File: src/rtl/gei_pkg.sv
package gei_pkg;

   typedef enum logic [1:0] {
      EDGE_OFF  = 2'd0,
      EDGE_FALL = 2'd1,
      EDGE_RISE = 2'd2,
      EDGE_BOTH = 2'd3
   } edge_mode_e;

   function automatic logic edge_hit(edge_mode_e mode, logic was, logic now);
      case (mode)
         EDGE_FALL: edge_hit = was & ~now;
         EDGE_RISE: edge_hit = ~was & now;
         EDGE_BOTH: edge_hit = was ^ now;
         default:   edge_hit = 1'b0;
      endcase
   endfunction

endpackage

File: src/rtl/gei_edge_det.sv
module gei_edge_det
   import gei_pkg::*;
#(
   parameter int NUM_PINS    = 13,
   parameter int SYNC_STAGES = 2
) (
   input  logic                  clk,
   input  logic                  rst_n,
   input  logic [NUM_PINS-1:0]   pin_in,
   input  logic [2*NUM_PINS-1:0] edge_mode,
   output logic [NUM_PINS-1:0]   det
);

   for (genvar p = 0; p < NUM_PINS; p++) begin : g_pin
      logic [SYNC_STAGES-1:0] sync_q;
      logic                   last_q;

      always_ff @(posedge clk or negedge rst_n) begin
         if (!rst_n) begin
            sync_q <= '0;
            last_q <= 1'b0;
         end else begin
            sync_q <= {sync_q[SYNC_STAGES-2:0], pin_in[p]};
            last_q <= sync_q[SYNC_STAGES-1];
         end
      end

      assign det[p] = edge_hit(edge_mode_e'(edge_mode[2*p +: 2]),
                               last_q, sync_q[SYNC_STAGES-1]);
   end

endmodule

File: src/rtl/gei_group.sv
module gei_group #(
   parameter int              WIDTH     = 7,
   parameter int              ADDR_W    = 16,
   parameter logic [ADDR_W-1:0] STAT_ADDR = '0,
   parameter logic [ADDR_W-1:0] MASK_ADDR = '1
) (
   input  logic              clk,
   input  logic              rst_n,
   input  logic [WIDTH-1:0]  det,
   input  logic              wr,
   input  logic [ADDR_W-1:0] addr,
   input  logic [7:0]        wdata,
   output logic              irq,
   output logic              rd_hit,
   output logic [7:0]        rd_byte
);

   if (WIDTH < 1 || WIDTH > 8) begin : g_bad_width
      $error("gei_group: WIDTH must lie in 1..8");
   end

   logic [WIDTH-1:0] stat_q;
   logic [WIDTH-1:0] mask_q;
   logic [WIDTH-1:0] clr;
   logic             stat_sel;
   logic             mask_sel;
   logic             stat_we;
   logic             mask_we;
   logic             wdata_unused;

   assign stat_sel     = (addr == STAT_ADDR);
   assign mask_sel     = (addr == MASK_ADDR);
   assign stat_we      = wr && stat_sel;
   assign mask_we      = wr && mask_sel;
   assign clr          = stat_we ? wdata[WIDTH-1:0] : '0;
   assign wdata_unused = ^wdata;

   always_ff @(posedge clk or negedge rst_n) begin
      if (!rst_n) begin
         stat_q <= '0;
         mask_q <= '1;
      end else begin
         stat_q <= (stat_q & ~clr) | det;
         if (mask_we) mask_q <= wdata[WIDTH-1:0];
      end
   end

   assign irq     = |(stat_q & ~mask_q);
   assign rd_hit  = stat_sel || mask_sel;
   assign rd_byte = stat_sel ? 8'(stat_q) : (mask_sel ? 8'(mask_q) : 8'h00);

   for (genvar b = 0; b < WIDTH; b++) begin : g_chk
      assert_hold_R5: assert property (@(posedge clk) disable iff (!rst_n)
         (stat_q[b] && !clr[b]) |=> stat_q[b]);
      assert_set_wins_R6: assert property (@(posedge clk) disable iff (!rst_n)
         det[b] |=> stat_q[b]);
      assert_no_spurious_R1: assert property (@(posedge clk) disable iff (!rst_n)
         (!stat_q[b] && !det[b]) |=> !stat_q[b]);
   end

   assert_mask_stable_R4: assert property (@(posedge clk) disable iff (!rst_n)
      !mask_we |=> $stable(mask_q));
   assert_masked_quiet_R7: assert property (@(posedge clk) disable iff (!rst_n)
      (&mask_q) |-> !irq);

   always @(negedge clk) begin
      if (!rst_n) begin
         assert_reset_R9: assert (stat_q == '0 && mask_q == '1 && !irq);
      end
   end

endmodule

File: src/rtl/gpio_edge_irq_ctrl.sv
module gpio_edge_irq_ctrl #(
   parameter int ADDR_W      = 16,
   parameter int NUM_PINS    = 13,
   parameter int LOW_PINS    = 7,
   parameter int SYNC_STAGES = 2,
   parameter logic [ADDR_W-1:0] STAT_BASE = 16'h4E0B,
   parameter logic [ADDR_W-1:0] MASK_BASE = 16'h4E19
) (
   input  logic                  clk,
   input  logic                  rst_n,
   input  logic [NUM_PINS-1:0]   pin_in,
   input  logic [2*NUM_PINS-1:0] edge_mode,
   input  logic [ADDR_W-1:0]     reg_addr,
   input  logic                  reg_wr,
   input  logic [7:0]            reg_wdata,
   output logic [7:0]            reg_rdata,
   output logic                  irq
);

   localparam int NUM_GROUPS = 2;
   localparam int HIGH_PINS  = NUM_PINS - LOW_PINS;

   if (LOW_PINS < 1 || LOW_PINS > 8 || HIGH_PINS < 1 || HIGH_PINS > 8) begin : g_bad_split
      $error("gpio_edge_irq_ctrl: each group must hold 1..8 pins");
   end
   if (SYNC_STAGES < 2) begin : g_bad_sync
      $error("gpio_edge_irq_ctrl: SYNC_STAGES must be at least 2");
   end

   logic [NUM_PINS-1:0]   det;
   logic [NUM_GROUPS-1:0] grp_irq;
   logic [NUM_GROUPS-1:0] grp_hit;
   logic [7:0]            grp_byte [NUM_GROUPS];

   gei_edge_det #(
      .NUM_PINS    (NUM_PINS),
      .SYNC_STAGES (SYNC_STAGES)
   ) edge_i (
      .clk       (clk),
      .rst_n     (rst_n),
      .pin_in    (pin_in),
      .edge_mode (edge_mode),
      .det       (det)
   );

   for (genvar g = 0; g < NUM_GROUPS; g++) begin : g_grp
      localparam int W   = (g == 0) ? LOW_PINS : HIGH_PINS;
      localparam int LSB = (g == 0) ? 0 : LOW_PINS;
      localparam logic [ADDR_W-1:0] SA = STAT_BASE + ADDR_W'(g);
      localparam logic [ADDR_W-1:0] MA = MASK_BASE + ADDR_W'(g);

      gei_group #(
         .WIDTH     (W),
         .ADDR_W    (ADDR_W),
         .STAT_ADDR (SA),
         .MASK_ADDR (MA)
      ) grp_i (
         .clk     (clk),
         .rst_n   (rst_n),
         .det     (det[LSB +: W]),
         .wr      (reg_wr),
         .addr    (reg_addr),
         .wdata   (reg_wdata),
         .irq     (grp_irq[g]),
         .rd_hit  (grp_hit[g]),
         .rd_byte (grp_byte[g])
      );
   end

   always_comb begin
      reg_rdata = 8'h00;
      for (int g = 0; g < NUM_GROUPS; g++) reg_rdata |= grp_byte[g];
   end

   assign irq = |grp_irq;

   assert_one_decode_R8: assert property (@(posedge clk) disable iff (!rst_n)
      $onehot0(grp_hit));

endmodule

File: config.mk
export PLATFORM = sky130hd
export DESIGN_NAME = gpio_edge_irq_ctrl
export DESIGN_NICKNAME = d
export VERILOG_FILES = /design/src/rtl/gei_pkg.sv /design/src/rtl/gei_edge_det.sv /design/src/rtl/gei_group.sv /design/src/rtl/gpio_edge_irq_ctrl.sv
export SDC_FILE = /design/constraint.sdc
export NUM_CORES = 1
export LEC_CHECK = 0
export ABC_AREA = 1
export BUFFER_PORTS_ARGS = -buffer_cell sky130_fd_sc_hd__buf_2
export CAP_MARGIN = 25
export CELL_PAD_IN_SITES_DETAIL_PLACEMENT = 0
export CELL_PAD_IN_SITES_GLOBAL_PLACEMENT = 1
export CORE_ASPECT_RATIO = 0.5
export CORE_MARGIN = 2
export CORE_UTILIZATION = 41
export DETAILED_ROUTE_END_ITERATION = 7
export PLACE_DENSITY = 0.85
export SLEW_MARGIN = 20
export SYNTH_ARGS = -nofsm -noshare
export SYNTH_HDL_FRONTEND = slang
export SYNTH_SLANG_ARGS = --single-unit
File: constraint.sdc
create_clock -name clk -period 1.2 [get_ports clk]
set_input_delay 0.12 -clock clk [delete_from_list [all_inputs] [get_ports clk]]
set_output_delay 0.12 -clock clk [all_outputs]
set_load 0.01 [all_outputs]
==> flow_summary.toml, run 1 <==
[placed_design]
dpl_cell_area_sq_um = 3924
place_ws_ps = -73.69
hpwlAfterDp_mm = 4.705
portBuffers = 72
place_congestion = 0.7410

[worst_setup_path]
end_kind = "primary output"
crit_required_ps = 1080
critical_path_class = "reg -> out"
path_max_fanout = 3
critPathLaunchType = "flip-flop"
reg2reg_depth = 5
arrival_ps = 1400

[floorplanning]
ios = 75
rows = 23
core_area_sq_um = 8000
die_width_microns = 132.2
die_y_microns = 68.10
dieArea_sq_um = 9003
initial_utilization_pct = 42.12

[power]
ir_drop_v = 0.0009763
cellLeakagePower_nw = 2.331
power.total_mw = 5.159
powerDensity_nw_per_um2 = 1171

[clocking]
clk_latency_ps = 330
path_clk_slew_ps = 50
cts_tree = "built"
cts_buffer_depth = 2
root_buffer = "clkbuf_16"
cts_buffers = 9
cts_sinks = 65
htreeDepth = 3

[grt]
antenna_found_initial = 0
grt_pass1_vias = 2520
grt_max_degree = 66
grt_pass1_wl_mm = 11.59
grt-ovfl-total = 0
grt_use_total_pct = 16.78

[route]
vias = 2664
drt-pass1-iter-count = 4
first_iter_violations = 121
ant_nets = 0
via_per_inst = 4.554
post-route-drc-count = 0
wire_per_inst_microns = 11.51
wirelength_mm = 6.735

[yosys]
avgSynthCellArea_sq_um = 9.156
synth_adder_area_share_pct = 9.655
synthXorXnorAreaFrac_pct = 0
yosys_warnings = 0
synth_top_family_by_area = "simple AND/OR/NAND/NOR gates"
synth_nets = 460
yosysUniqueCellTypes = 23
synth-seq-cells = 65
yosysSeqAreaShare_pct = 48.76
synthMuxAreaShare_pct = 0
syn_inst = 368
synth_compound_area_share_pct = 7.612
synth-simple-area-share_pct = 23.62
syn_area_sq_um = 3369

[outcome]
violations = "negative setup slack"
outcome = "finished with violations"

[layout]
diodes = 0
syn_to_final_growth_pct = 30.78
fin_util_pct = 55.08
drive_gt1_share_pct = 32.77
fin_nets = 560
mostFrequentLayoutCell = "nand2_1"
stdcell_area_sq_um = 4407
layout_common_cells = "nand2_1, buf_2, inv_1"

[sta]
slew_viol_final = 0
setup_viol = 8
hold_viol_final = 0
max_freq_mhz = 658.5
skew_ps = 4.302
rsz0062_at_grt = "yes"
period_share_pct = 126.6
min_period_ps = 1519
timing.hold.ws_ps = 10.43
fin_ws_ps = -318.7

[hold_path]
min_path_cells = 3
hold_class = "in -> reg"

[job]
maxCapViolCount = 0
==> layout make-up <==
type                            instances  area (sq um)
Clock buffer                           14         274.0
Clock inverter                          2         12.51
Fill cell                             754          3593
Inverter                               73         274.0
Multi-Input combinational cell        221          1413
Sequential cell                        65          1643
Tap cell                              112         140.1
Timing Repair Buffer                   98         650.6
==> state kept, by name, summed over array words and instances, names as in the netlist <==
register and flops:
edge_i.g_pin.sync_q 26, edge_i.g_pin.last_q 13, g_grp.grp_i.mask_q 13, g_grp.grp_i.stat_q 13
==> cells in the mapped netlist (all sizes together) <==
cell | number | share of area, %
conb | 1 | 0.11
o22ai | 2 | 0.37
a21oi | 1 | 0.15
buf | 9 | 2.1
ha | 26 | 9.7
o2111a | 1 | 0.33
nand4 | 21 | 3.9
inv | 73 | 8.1
o221ai | 13 | 3.4
dfstp | 13 | 10
nand3 | 35 | 5.6
o21ai | 13 | 3.4
dfrtp | 52 | 39
nand2 | 84 | 9.9
nor2 | 24 | 4.3
==> layer usage <==
metal	GRT usage, %	wire length [microns]	up-vias	share of wire (%)
met3	6.074	376	10	5.6
met2	27.67	3061	62	45
met1	20.69	3211	1208	48
met5	0	0	-	0
li1	-	-	1384	-
met4	6.452	87	0	1.3
==> worst paths after layout <==
kind                                           start                        end  slack, ps
max                         g_grp[0].grp_i.mask_q[4]                        irq       -320
min                                     reg_wdata[6]   g_grp[0].grp_i.mask_q[6]         10
max reg2reg                   edge_i.g_pin[3].last_q   g_grp[0].grp_i.stat_q[3]        130
min reg2reg                edge_i.g_pin[7].sync_q[0]  edge_i.g_pin[7].sync_q[1]        340
max in group asynchronous                      rst_n   g_grp[0].grp_i.mask_q[6]        550
min in group asynchronous                      rst_n  edge_i.g_pin[0].sync_q[1]        340
==> metrics by stage <==
stage	instances	TNS, ps
2_1_floorplan	368	0
3_3_place_gp	553	-1021
3_5_place_dp	553	-1055
4_1_cts	583	-1677
5_1_grt	585	-2235
6_report	585	-1570
==> worst max-delay path, stage by stage, from the launching register on <==
cell	delay, ps
dfstp_2	540
inv_1	40
nand2_1	70
o2111a_1	190
nand3_1	80
buf_2	150
==> timing repair <==
action | 4_1_cts | 5_1_grt
endpoints found under the hold margin | 65 | 0
pin swaps | 8 | 1
gates resized for setup | 10 | 7
setup buffers | 0 | 2
setup endpoints to repair | 8 | 9
hold buffers | 14 | 0
==> where the power goes <==
group | switching, mW | leakage [nW] | internal, mW
Clock | 0.882 | 0.139 | 1.56
Combinational | 0.220 | 1.49 | 0.196
Sequential | 0.0342 | 0.702 | 2.26
==> logic make-up after synthesis <==
kind of cell	count (synthesis)
other	1
adders and majority gates	26
AOI/OAI and AO/OA	30
DFF	65
buffers and inverters	82
and+or+nand+nor	164
(Power assumes the default switching activity.)
==> run 2: changes to the inputs <==
CELL_PAD_IN_SITES_DETAIL_PLACEMENT = 1   (was 0)
==> run 2 against run 1 <==
  * Non-clock buffer count increased by 3
  * Critical path depth increased by 1
  * Sequential share of layout area decreased by 0.063 points
  * Final cell count increased by 0.51%
  * Total power decreased by 0.22%
  * Critical endpoint unchanged
  * The run still ends with negative setup slack left
  * Flip-flop and latch count unchanged
  * Clock power about the same
  * Global-route usage increased by 3.9 points
  * Hold slack improved by 1.1 ps
  * Largest cell class unchanged
==> flow_summary.toml, run 2 (same netlist as run 1, synthesis figures left out) <==
[layout]
layout_common_cells = "nand2_1, buf_2, inv_1"
fin_util_pct = 55.18
regMostFlops = "edge_i.g_pin.sync_q"
syn_to_final_growth_pct = 31.01
fin_nets = 563
mostFrequentLayoutCell = "nand2_1"
fillers = 961
largest_reg_flops = 26
drive_gt1_share_pct = 32.98
diodes = 0

[floorplanning]
dieArea_sq_um = 9003
core_area_sq_um = 8000
die_y_microns = 68.10
die_width_microns = 132.2
initial_utilization_pct = 42.12
ios = 75
rows = 23

[worst_setup_path]
critPathLaunchType = "flip-flop"
reg2reg_depth = 6
arrival_ps = 1460
path_depth = 6
end_kind = "primary output"
slowest_delay_ps = 560
path_buf_inv = 2
crit_required_ps = 1080
path_max_fanout = 2
worstPathCellList = "inv_2 > nand2_2 > nand4_1 > a21oi_2 > nand3_1 > buf_2"
cp_slowest_cell = "dfstp_2"
crit_family = "flip-flops"
critical_path_class = "reg -> out"

[clocking]
htreeDepth = 3
cts_sinks = 65
cts_tree = "built"
cts_buffer_depth = 2
cts_buffers = 9
clk_latency_ps = 330
path_clk_slew_ps = 50
root_buffer = "clkbuf_16"

[route]
ant_nets = 0
drt-pass1-iter-count = 4
wire_per_inst_microns = 14.90
post-route-drc-count = 0
vias = 2874
via_per_inst = 4.888
wirelength_mm = 8.764
first_iter_violations = 114

[grt]
grt_use_total_pct = 20.71
grt_pass1_vias = 2981
grt_pass1_wl_mm = 14.20
antenna_found_initial = 0
grt_max_degree = 66
grt-ovfl-total = 0

[placed_design]
portBuffers = 72
place_congestion = 0.7410
hpwlAfterDp_mm = 5.647

[outcome]
outcome = "finished with violations"
violations = "negative setup slack"

[hold_path]
min_path_cells = 3
hold_class = "in -> reg"

[sta]
slew_viol_final = 0
min_period_ps = 1579
skew_ps = 3.053
setup_viol = 8
period_share_pct = 131.6
rsz0062_at_grt = "yes"
fin_ws_ps = -379.0
hold_viol_final = 0
max_freq_mhz = 633.3

[job]
maxCapViolCount = 0

[power]
powerDensity_nw_per_um2 = 1166
cellLeakagePower_nw = 2.339
power.total_mw = 5.147
ir_drop_v = 0.0006338
run 2: cell count changes in the layout (fill, tap and decap cells not counted), sizes merged:
cell and delta:
buf +3, clkinvlp -1, clkbuf +2, clkinv -1
run 2: layout make-up:
cell class                      count  area [sq um]  share of cell area (%)
Timing Repair Buffer              101         666.9                   15.11
Clock buffer                       16         271.5                   6.151
Multi-Input combinational cell    221          1419                   32.14
Tap cell                          112         140.1                   3.175
Inverter                           73         274.0                   6.207
Sequential cell                    65          1643                   37.22
run 2: per-layer routing:
layer  share of wire [%]  routed length, microns  global-route usage [%]  vias up
met5                   0                       0                       0        -
met4                 2.5                     221                   10.08        0
met3                 5.2                     455                   6.370       22
met2                  50                    4422                   38.41       82
met1                  42                    3665                   22.48     1381
li1                    -                       -                       -     1389
run 2: path summary, 6_finish.rpt:
path,start,end,slack (ps)
max,g_grp[1].grp_i.mask_q[3],irq,-380
min,reg_wdata[6],g_grp[0].grp_i.mask_q[6],10
max reg2reg,edge_i.g_pin[5].sync_q[1],g_grp[0].grp_i.stat_q[5],110
min reg2reg,edge_i.g_pin[9].sync_q[0],edge_i.g_pin[9].sync_q[1],340
max in group asynchronous,rst_n,g_grp[0].grp_i.mask_q[1],530
min in group asynchronous,rst_n,edge_i.g_pin[1].last_q,320
run 2: per-stage QoR:
stage          setup WS (ps)  std cells  TNS (ps)  area (sq um)  hold slack, ps
2_1_floorplan          168.4        368         0          3369          -175.6
3_3_place_gp          -80.14        553     -1021          3924           161.2
3_5_place_dp          -102.3        553     -1684          3924           161.9
4_1_cts               -355.1        586     -1775          4374           1.314
5_1_grt               -448.2        588     -2353          4414           15.27
6_report              -379.0        588     -1936          4414           11.54
run 2: repair_timing:
item,4_1_cts,5_1_grt
hold buffers,14,0
pin swaps,8,2
setup endpoints to repair,8,9
setup buffers,3,2
gates resized for setup,11,7
hold endpoints to repair,65,0
run 2: tightest hold or removal path, delay by kind of cell:
family          cells  cell delay (ps)
buf+inv             2              160
compound gates      1               60
run 2: where the power goes:
group	internal, mW	switching [mW]
sequential	2.26	0.0388
clock	1.51	0.898
combinational	0.198	0.234
total	3.98	1.17
